[src/rtl/meg_pkg.sv]
// Package: shared types for the serial cyclic decoder.
// Assumes: nothing beyond IEEE 1800-2017.
package meg_pkg;
    typedef enum logic {
        PH_FILL  = 1'b0,
        PH_DRAIN = 1'b1
    } meg_phase_e;
endpackage

[src/rtl/meg_syndrome.sv]
// Module: syndrome divider and top-position pattern detector.
// Divides the serial input by g(x) (input step) or multiplies the held
// remainder by x (free step). hit_o flags the remainder x^(N-1) mod g.
// Assumes: RW >= 2 and GTAPS holds g(x) without its x^RW term, with bit 0 set.
module meg_syndrome #(
    parameter int          NW    = 15,
    parameter int          RW    = 4,
    parameter logic [RW-1:0] GTAPS = 4'b0011
) (
    input  logic          clk,
    input  logic          rst_n,
    input  logic          step_in_i,
    input  logic          data_i,
    input  logic          step_free_i,
    input  logic          clear_i,
    output logic [RW-1:0] syn_o,
    output logic          hit_o
);
    // Multiply a remainder by x, modulo g(x).
    function automatic logic [RW-1:0] mul_x(input logic [RW-1:0] s);
        return {s[RW-2:0], 1'b0} ^ (s[RW-1] ? GTAPS : '0);
    endfunction

    // Remainder of x^k modulo g(x).
    function automatic logic [RW-1:0] pow_x(input int k);
        logic [RW-1:0] s;
        s = {{(RW-1){1'b0}}, 1'b1};
        for (int i = 0; i < k; i++) s = mul_x(s);
        return s;
    endfunction

    localparam logic [RW-1:0] TOP_PATTERN = pow_x(NW - 1);

    logic [RW-1:0] syn_q;

    // Purpose: hold, clear, divide-in or free-run the remainder.
    always_ff @(posedge clk) begin
        if (!rst_n)           syn_q <= '0;
        else if (clear_i)     syn_q <= '0;
        else if (step_in_i)   syn_q <= mul_x(syn_q) ^ {{(RW-1){1'b0}}, data_i};
        else if (step_free_i) syn_q <= mul_x(syn_q);
    end

    assign syn_o = syn_q;
    assign hit_o = (syn_q == TOP_PATTERN);

    AST_FREE_KEEPS_NONZERO: assert property (@(posedge clk) disable iff (!rst_n)
        (step_free_i && !clear_i && !step_in_i && syn_q != '0) |=> (syn_q != '0));
    AST_CLEAR_EMPTIES: assert property (@(posedge clk) disable iff (!rst_n)
        clear_i |=> (syn_q == '0));
    AST_IDLE_HOLDS: assert property (@(posedge clk) disable iff (!rst_n)
        (!clear_i && !step_in_i && !step_free_i) |=> $stable(syn_q));
endmodule

[src/rtl/meg_buffer.sv]
// Module: N-bit word buffer, shifted toward the MSB, top bit exposed.
// Assumes: the caller shifts in zeros while draining.
module meg_buffer #(
    parameter int NW = 15
) (
    input  logic clk,
    input  logic rst_n,
    input  logic shift_i,
    input  logic data_i,
    output logic msb_o
);
    logic [NW-1:0] word_q;

    // Purpose: shift one bit in at the LSB end on each shift request.
    always_ff @(posedge clk) begin
        if (!rst_n)       word_q <= '0;
        else if (shift_i) word_q <= {word_q[NW-2:0], data_i};
    end

    assign msb_o = word_q[NW-1];
endmodule

[src/rtl/meg_ctrl.sv]
// Module: phase sequencer and per-word result flags.
// Counts N accepted bits in fill, then N cycles in drain; raises the
// end-of-word pulse and latches the correction and failure flags.
// Assumes: hit_i and syn_nz_i describe the divider in the current cycle.
module meg_ctrl
    import meg_pkg::*;
#(
    parameter int NW = 15
) (
    input  logic clk,
    input  logic rst_n,
    input  logic in_valid_i,
    input  logic hit_i,
    input  logic syn_nz_i,
    output logic fill_o,
    output logic drain_o,
    output logic last_o,
    output logic done_o,
    output logic corr_o,
    output logic unc_o
);
    localparam int CW = (NW > 2) ? $clog2(NW) : 1;
    localparam logic [CW-1:0] CNT_LAST = CW'(NW - 1);

    meg_phase_e    phase_q;
    logic [CW-1:0] cnt_q;
    logic          acc_q;
    logic          done_q, corr_q, unc_q;

    assign fill_o  = (phase_q == PH_FILL);
    assign drain_o = (phase_q == PH_DRAIN);
    assign last_o  = drain_o && (cnt_q == CNT_LAST);

    // Purpose: advance the phase, count bits and latch per-word flags.
    always_ff @(posedge clk) begin
        if (!rst_n) begin
            phase_q <= PH_FILL;
            cnt_q   <= '0;
            acc_q   <= 1'b0;
            done_q  <= 1'b0;
            corr_q  <= 1'b0;
            unc_q   <= 1'b0;
        end else begin
            done_q <= 1'b0;
            if (phase_q == PH_FILL) begin
                if (in_valid_i) begin
                    if (cnt_q == CNT_LAST) begin
                        cnt_q   <= '0;
                        phase_q <= PH_DRAIN;
                        acc_q   <= 1'b0;
                    end else begin
                        cnt_q <= cnt_q + 1'b1;
                    end
                end
            end else begin
                acc_q <= acc_q | hit_i;
                if (cnt_q == CNT_LAST) begin
                    cnt_q   <= '0;
                    phase_q <= PH_FILL;
                    done_q  <= 1'b1;
                    corr_q  <= acc_q | hit_i;
                    unc_q   <= !(acc_q | hit_i) && syn_nz_i;
                end else begin
                    cnt_q <= cnt_q + 1'b1;
                end
            end
        end
    end

    assign done_o = done_q;
    assign corr_o = corr_q;
    assign unc_o  = unc_q;

    AST_DRAIN_AFTER_INPUT: assert property (@(posedge clk) disable iff (!rst_n)
        $rose(drain_o) |-> $past(in_valid_i));
    AST_DONE_PULSE: assert property (@(posedge clk) disable iff (!rst_n)
        done_q |=> !done_q);
    AST_FLAGS_EXCLUSIVE: assert property (@(posedge clk) disable iff (!rst_n)
        !(corr_q && unc_q));
endmodule

[src/rtl/meggitt_decoder.sv]
// Module: serial single-error cyclic decoder (top).
// Fills a buffer and a syndrome divider from a serial word, then drains
// the buffer while the divider free-runs; the top-position pattern
// inverts the bit leaving the buffer and clears the divider.
// Assumes: g(x) has a nonzero constant term and generates a cyclic code of length NW.
module meggitt_decoder #(
    parameter int            NW    = 15,
    parameter int            RW    = 4,
    parameter logic [RW-1:0] GTAPS = 4'b0011
) (
    input  logic clk,
    input  logic rst_n,
    input  logic in_valid,
    input  logic in_bit,
    output logic in_ready,
    output logic out_valid,
    output logic out_bit,
    output logic word_done,
    output logic corrected,
    output logic uncorrectable
);
    logic          fill, drain, last, hit, msb, accept;
    logic [RW-1:0] syn;

    assign accept = fill && in_valid;

    meg_ctrl #(.NW(NW)) u_ctrl (
        .clk        (clk),
        .rst_n      (rst_n),
        .in_valid_i (in_valid),
        .hit_i      (drain && hit),
        .syn_nz_i   (syn != '0),
        .fill_o     (fill),
        .drain_o    (drain),
        .last_o     (last),
        .done_o     (word_done),
        .corr_o     (corrected),
        .unc_o      (uncorrectable)
    );

    meg_syndrome #(.NW(NW), .RW(RW), .GTAPS(GTAPS)) u_syn (
        .clk         (clk),
        .rst_n       (rst_n),
        .step_in_i   (accept),
        .data_i      (in_bit),
        .step_free_i (drain && !hit && !last),
        .clear_i     (drain && (hit || last)),
        .syn_o       (syn),
        .hit_o       (hit)
    );

    meg_buffer #(.NW(NW)) u_buf (
        .clk     (clk),
        .rst_n   (rst_n),
        .shift_i (accept || drain),
        .data_i  (accept && in_bit),
        .msb_o   (msb)
    );

    assign in_ready  = fill;
    assign out_valid = drain;
    assign out_bit   = drain && (msb ^ hit);

    AST_DONE_AFTER_OUTPUT: assert property (@(posedge clk) disable iff (!rst_n)
        word_done |-> $past(out_valid));
    AST_FILL_STARTS_CLEAN: assert property (@(posedge clk) disable iff (!rst_n)
        (drain && last) |=> (syn == '0));
endmodule

[config.mk]
export PLATFORM = sky130hd
export DESIGN_NAME = meggitt_decoder
export DESIGN_NICKNAME = d
export VERILOG_FILES = /design/src/rtl/meg_pkg.sv /design/src/rtl/meg_syndrome.sv /design/src/rtl/meg_buffer.sv /design/src/rtl/meg_ctrl.sv /design/src/rtl/meggitt_decoder.sv
export SDC_FILE = /design/constraint.sdc
export NUM_CORES = 1
export LEC_CHECK = 0
export CORE_UTILIZATION = 48
export CTS_BUF_LIST = sky130_fd_sc_hd__clkbuf_4 sky130_fd_sc_hd__clkbuf_8 sky130_fd_sc_hd__clkbuf_16
export CTS_CLUSTER_DIAMETER = 60
export DETAILED_ROUTE_END_ITERATION = 10
export DONT_BUFFER_PORTS = 1
export SYNTH_ARGS = -nofsm -noshare
export SYNTH_HDL_FRONTEND = slang
export SYNTH_SLANG_ARGS = --single-unit
[constraint.sdc]
create_clock -name clk -period 2.45 [get_ports clk]
set_input_delay 0.49 -clock clk [delete_from_list [all_inputs] [get_ports clk]]
set_output_delay 0.49 -clock clk [all_outputs]
set_load 0.02 [all_outputs]
Word level (Yosys, flattened, before mapping)
Index checks and enable logic that the tools add are counted.
{ "op_classes": {"add_sub_neg": 1, "eq_ne": 2, "mux": 13, "n_bitwise": 6, "reduce_logical": 22} }
{ "ops": {"columns": ["cell", "n"], "rows": [
  ["two-way mux 4 bit", 5],
  ["logical AND 1 bit", 9],
  ["== test 4 bit (second input constant)", 2],
  ["two-way mux 1 bit", 7],
  ["AND reduction 2 bit", 3],
  ["nonzero test 2 bit", 3],
  ["adder 4 x 1 -> 4 bit (second input constant)", 1],
  ["nonzero test 4 bit", 1],
  ["bitwise XOR 4 x 1 -> 4 bit", 1],
  ["bitwise XOR 4 bit", 1],
  ["zero test 1 bit", 3],
  ["logical OR 1 bit", 2],
  ["two-way mux 2 bit", 1],
  ["inverter 1 bit", 2],
  ["OR reduction 2 bit", 1],
  ["OR 1 bit", 1],
  ["bitwise XOR 1 bit", 1]
]} }
{ "totals": {"register_bits": 28, "input_bits": 4, "output_inout_bits": 6, "wordCells": 52} }

Logic depth before layout (Yosys ltp)
Gate-level depths: netlist of run 1.
{ "logic_depth": {"ltp_word": 6, "ltp_mapped": 6, "mapped_depth_nobuf": 3} }

Modules after synthesis
A second synthesis of run 1 with hierarchy kept.
{ "unflattened": {"hier_cells": 124, "area_unflattened_um2": 1219.9} }
{ "by_module_without_submodules": {"columns": ["mod", "instances", "cells_per_inst", "area_per_inst_um2", "seq_area_each_um2"], "rows": [
  ["meg_buffer", 1, 48, 579.3, 300.3],
  ["meg_ctrl", 1, 43, 392.9, 180.2],
  ["meg_syndrome", 1, 24, 185.2, 80.1],
  ["meggitt_decoder", 1, 9, 62.6, 0.0]
]} }

Worst setup path after synthesis of run 1
OpenSTA, ideal clock, no wires.
{ "synth_path": {"path_type": "reg2out", "from": "register u_ctrl.phase_q, in the netlist u_ctrl.drain_o", "to": "output out_bit", "arrival_time_ps": 1073, "required_time_ps": 1960, "setup_slack_ps": 887, "path_stages_with_launch": 4, "path_buffers": 1, "path_cell_list": "dfxtp_1 -> buf_6 -> inv_1 -> nor2_1"} }
{ "synth_via": {"elab_chain_cells": 1} }
{ "synth_lines": {"columns": ["item", "line_no", "text"], "rows": [
  ["start: declaration", "meg_ctrl.sv:25", "meg_phase_e phase_q;"],
  ["start signal: assignment", "meg_ctrl.sv:37", "phase_q <= PH_FILL;"],
  ["start signal: assignment", "meg_ctrl.sv:49", "phase_q <= PH_DRAIN;"],
  ["start signal: assignment", "meg_ctrl.sv:59", "phase_q <= PH_FILL;"],
  ["logical AND 1 bit", "meggitt_decoder.sv:62", "assign out_bit = drain && (msb ^ hit);"],
  ["end: declaration", "meggitt_decoder.sv:17", "output logic out_bit,"]
]} }
No other way between the ends.

Final worst setup path of run 1
Same ends and word-level chain as after synthesis.

==> flow_summary.ini, run 1 <==
[status]
result_of_the_run = complete, no violations

[synthesis]
synth.top_cells.by_area = dfxtp_1, nand2_1, a21oi_1
postSynthCellCount = 134
synthDistinctLibCells = 35
synthDominantAreaCellType = dfxtp_1
fraction_of_registers_with_async_set_or_reset_after_synthesis = 0
synth.yosys.warnings = 0
synth-edff-count = 0
synth.cell_area_um2 = 1150
syn_area_per_cell_um2 = 8.581
yosysSeqAreaShare = 0.4875
synth.ff_latch_count = 28
ys_dominant_reg_cell = dfxtp_1
synth_top_cell_area_share = 0.4875
postSynthNetCount = 138

[global_route]
overflow = 0
grt_max_degree = 25
first_global_vias = 849
antenna_violations_before_repair = 0
grt_usage = 0.1798
grt_first_pass_wirelength_um = 3608

[cells_and_area]
instances_no_fill = 160
syn2layout_area_growth_pct = 4.352
nNetsFinal = 137
nFillCells = 215
drive_gt1_frac = 0.07576
mostFrequentLayoutCells = nand2_1, dfxtp_1, a21oi_1
final_core_utilization = 0.5373
antennaDiodeCount = 0
final_common_cell = nand2_1
stdcell_area_um2 = 1200

[critical_path]
critical_path_required_ns = 1.96
worst-setup-path-type = flip-flop to output pin
worst_setup_path_end_kind = output pin
worstPathArrival_ns = 1.65
worst_setup_path_start_kind = flip-flop
critPathMaxFanout = 10

[clocking]
clock-root-buffer = clkbuf_4
cts.sink_count = 28
clock_tree.htree_level_count = 1
postCtsHoldBufs = 0
clock_latency_ns = 0.33
cts.reportedPaths.clkPinSlew_ns = 0.16
cts_made_buffers = 3
cts_tree = yes
cts.repair_timing.setup_buffer_count = 0
cts.repair.resized = 0
clock_path_buffers = 2

[pwr]
seq_power_share = 0.581
power.combinational.fraction = 0.052
vdd_drop_max_uv = 405.6
power.clock.fraction = 0.367
power_leakage_nw = 0.4248
power_switching_uw = 170.8
p_sw_frac = 0.2090
internal_power_uw = 646.4
power_density_nw_per_um2 = 681.0

[timing]
final.min_clock_period_ns = 2.139
max_freq_mhz = 467.5
setup_repair_after_global_routing_missed_its_margin = false
timing.final.crit_share = 0.8731
timing_hold_violations_final = 0
worst_pin_slew_ns = 0.7300
fin_worst_skew_ns = 0.01683
maxSlewViolCount = 0
maxSlewHeadroom = 0.5128
finalSetupViolations = 0
whs_ns = 0.2989
setup-tns-final_ns = 0

[job]
reported_max_cap_violation_count = 0

[route]
drt_via_density = 5.494
first_iter_violations = 7
drt_wl_total_um = 2057
detail-route-antenna-nets = 0
avgRoutedWirePerCell_um = 12.86
detail_route.first_pass.iterations = 4
drc = 0
route.vias.total = 879

[floorplan]
die_w_um = 50.95
initial_utilization = 0.5148
coreArea_um2 = 2233
design.die.area_um2 = 2595
die_h_um = 50.95
core.rowCount = 17
io_pins = 10

[worst_hold_path]
hp-class = primary input to flip-flop

[placement]
dpl-instance-area_um2 = 1147
placed_cells_incl_taps = 156
dp_hpwl_um = 1367
io_buffer_count = 0
finalWeightedCongestion = 0.7863
## routing by layer
metal / routed length [um] / global-route usage / vias to the layer above
li1: - / - / 458
met1: 1037 / 0.2366 / 407
met2: 947 / 0.2982 / 12
met3: 58 / 0.02976 / 2
met4: 14 / 0.05556 / 0
met5: 0 / 0 / -
## flip-flops by register name, indices dropped and copies added (netlist names)
register / count
u_buf.word_q: 15
u_ctrl.acc_q: 1
u_ctrl.cnt_q: 4
u_ctrl.corr_o: 1
u_ctrl.done_o: 1
u_ctrl.drain_o: 1
u_ctrl.unc_o: 1
u_syn.syn_o: 4
## critical path, stage by stage, from the launching register on
cell,delay [ns]
dfxtp_1,0.64
inv_1,0.30
nor2_1,0.39
## power by group through the flow
stage          logic, mW  clock network (mW)  registers (mW)
6_report          0.0425               0.300           0.475
5_1_grt           0.0480               0.321           0.477
4_1_cts           0.0426               0.304           0.475
3_5_place_dp      0.0427                   0           0.485
3_3_place_gp      0.0422                   0           0.484
2_1_floorplan     0.0439                   0           0.480
## per-stage QoR
stage | worst slack, ns | power [mW]
6_report | 0.3109 | 0.8172
5_1_grt | 0.1761 | 0.8462
4_1_cts | 0.2923 | 0.8218
3_5_place_dp | 0.6621 | 0.5272
2_1_floorplan | 0.8870 | 0.5237
3_3_place_gp | 0.6979 | 0.5259
## synthesized netlist by cell type, drive strengths merged (2+ instances only)
cell type / n
a21oi: 21
nor2: 6
o21ai: 3
mux2i: 2
nor3: 3
buf: 6
nand2: 35
a41oi: 2
a311oi: 2
inv: 3
xor2: 2
dfxtp: 28
clkbuf: 2
xnor2: 2
## layout make-up
cell class                 instances  area, um2  share of cell area
clock buffer                       3      22.52             0.01877
clock inverter                     1      30.03             0.02503
inverter                           3      11.26            0.009385
multi-input combinational         95      525.5              0.4380
sequential                        28      560.5              0.4672
tap                               28      35.03             0.02920
timing repair buffer               2      15.01             0.01251
## logic make-up after synthesis
kind of cell / share of synthesized area
AND/OR/NAND/NOR: 0.2416
AO/OA/AOI/OAI: 0.1676
flip-flops: 0.4875
buffers and inverters: 0.05549
XOR/XNOR: 0.03047
multiplexers: 0.01741
## worst paths after layout
check,to,startpoint,cells past startpoint,slack [ns]
worst max-delay path,out_bit,u_ctrl.drain_o,2,0.31
worst min-delay path,u_ctrl.done_o,rst_n,2,0.30
worst max register to register,u_ctrl.unc_o,u_ctrl.drain_o,3,0.78
worst min register to register,u_buf.word_q[8],u_buf.word_q[8],2,0.46
Note: power is estimated with default switching activity, not from simulation.
==> run 2: changes to the inputs <==
- CORE_UTILIZATION: 48 -> 52
- CTS_BUF_LIST: sky130_fd_sc_hd__clkbuf_4 sky130_fd_sc_hd__clkbuf_8 sky130_fd_sc_hd__clkbuf_16 -> unset
- PLACE_DENSITY: unset -> 0.67
==> run 2 against run 1 <==
Compared with the run above:
- non-clock buffer count unchanged
- highest routed layer unchanged
- clock skew shrank 0.0093 ns
- cell count decreased by 0.63%
==> flow_summary.ini, run 2 (synthesis gave the netlist of run 1 again) <==
[status]
result_of_the_run = complete, no violations

[global_route]
antenna_violations_before_repair = 0
grt_max_degree = 25
grt_usage = 0.1786
first_global_vias = 801
overflow = 0
grt_first_pass_wirelength_um = 3367

[placement]
dpl-instance-area_um2 = 1146
io_buffer_count = 0
dp_hpwl_um = 1376
dp_slack_ns = 0.6866
finalWeightedCongestion = 0.7781

[critical_path]
endpoint_of_the_worst_slack_reg_to_reg_timing_path = u_ctrl.unc_o
worstPathArrival_ns = 1.64
worstReg2RegStart = u_ctrl.drain_o
critical_path_required_ns = 1.96
worst-setup-path-type = flip-flop to output pin
slack_of_the_worst_reg_to_reg_path_ns = 0.76
critPathMaxFanout = 10
reg2reg_depth = 3
worst_setup_path_start_kind = flip-flop
worst_setup_path_end_kind = output pin

[clocking]
cts_made_buffers = 3
clock-root-buffer = clkbuf_4
cts.reportedPaths.clkPinSlew_ns = 0.15
clock_tree.htree_level_count = 1
clock_path_buffers = 2
cts.sink_count = 28
cts.repair_timing.setup_buffer_count = 0
postCtsHoldBufs = 0
clock_latency_ns = 0.31
cts.repair.resized = 0
cts_tree = yes

[route]
drt_via_density = 5.560
route.vias.total = 884
detail-route-antenna-nets = 0
first_iter_violations = 29
drt_wl_total_um = 1984
detail_route.first_pass.iterations = 4
drc = 0
avgRoutedWirePerCell_um = 12.48

[cells_and_area]
stdcell_area_um2 = 1199
largest_reg_flops = 15
final_common_cell = nand2_1
antennaDiodeCount = 0
largest-register = u_buf.word_q
syn2layout_area_growth_pct = 4.244
nNetsFinal = 137
drive_gt1_frac = 0.07576
mostFrequentLayoutCells = nand2_1, dfxtp_1, a21oi_1

[timing]
fin_worst_skew_ns = 0.007564
timing.final.ws_setup_ns = 0.3159
finalSetupViolations = 0
timing_hold_violations_final = 0
worst_pin_slew_ns = 0.7023
setup-tns-final_ns = 0
max_freq_mhz = 468.6
final.min_clock_period_ns = 2.134
maxSlewHeadroom = 0.5313
timing.final.crit_share = 0.8710
setup_repair_after_global_routing_missed_its_margin = false
maxSlewViolCount = 0

[floorplan]
core.rowCount = 16
io_pins = 10
die_h_um = 49.03
coreArea_um2 = 2022
design.die.area_um2 = 2403
initial_utilization = 0.5687
die_w_um = 49.03

[worst_hold_path]
worstHoldPathCells = 2
hp-class = primary input to flip-flop
holdPathEnd = u_ctrl.done_o
hp-start = rst_n

[job]
reported_max_cap_violation_count = 0

[pwr]
power_leakage_nw = 0.4248
vdd_drop_max_uv = 419.8
power_density_nw_per_um2 = 674.2
==> run 2: cell counts in the layout (fill, tap and decap cells not counted) <==
No cell type changed its count.
==> run 2: metrics by stage <==
step	total power [mW]	cells	utilization	hold slack, ns
6_report	0.8082	159	0.5928	0.3184
5_1_grt	0.8432	159	0.5928	0.3049
2_1_floorplan	0.5237	134	-	0.4321
3_5_place_dp	0.5263	155	0.5668	0.4461
4_1_cts	0.8170	159	0.5928	0.3104
3_3_place_gp	0.5258	155	0.5668	0.4401
==> run 2: report_power, final <==
| part | internal, mW | total [mW] | switching [mW] |
|---|---|---|---|
| Combinational | 0.0171 | 0.0419 | 0.0247 |
| Clock | 0.165 | 0.292 | 0.126 |
| Sequential | 0.464 | 0.475 | 0.0111 |
==> run 2: worst max path at each step <==
stage,start,to,depth (start not counted)
detailed placement,u_ctrl.drain_o,out_bit,2
finish,u_ctrl.drain_o,out_bit,2
global route,u_ctrl.drain_o,out_bit,2
CTS,u_ctrl.drain_o,out_bit,2
global placement,u_ctrl.drain_o,out_bit,2
floorplan,u_ctrl.drain_o,out_bit,3
==> run 2: per-layer routing <==
metal,track usage,share of wire,vias up,routed length (um)
met5,0,0,-,0
met4,0.05882,0.0066,0,13
met3,0.03738,0.022,2,43
met2,0.3032,0.46,9,914
met1,0.2242,0.51,411,1011
li1,-,-,462,-
==> run 2: cell type report <==
| type | instances | area (um2) |
|---|---|---|
| sequential | 28 | 560.5 |
| fill | 202 | 823.3 |
| clock inverter | 1 | 30.03 |
| multi-input combinational | 95 | 525.5 |
| clock buffer | 3 | 22.52 |
| inverter | 3 | 11.26 |
| tap | 27 | 33.78 |
| timing repair buffer | 2 | 15.01 |
==> run 2: worst max-delay path, cell delays in order, from the launching register on <==
cell,delay [ns]
dfxtp_1,0.66
inv_1,0.30
nor2_1,0.38
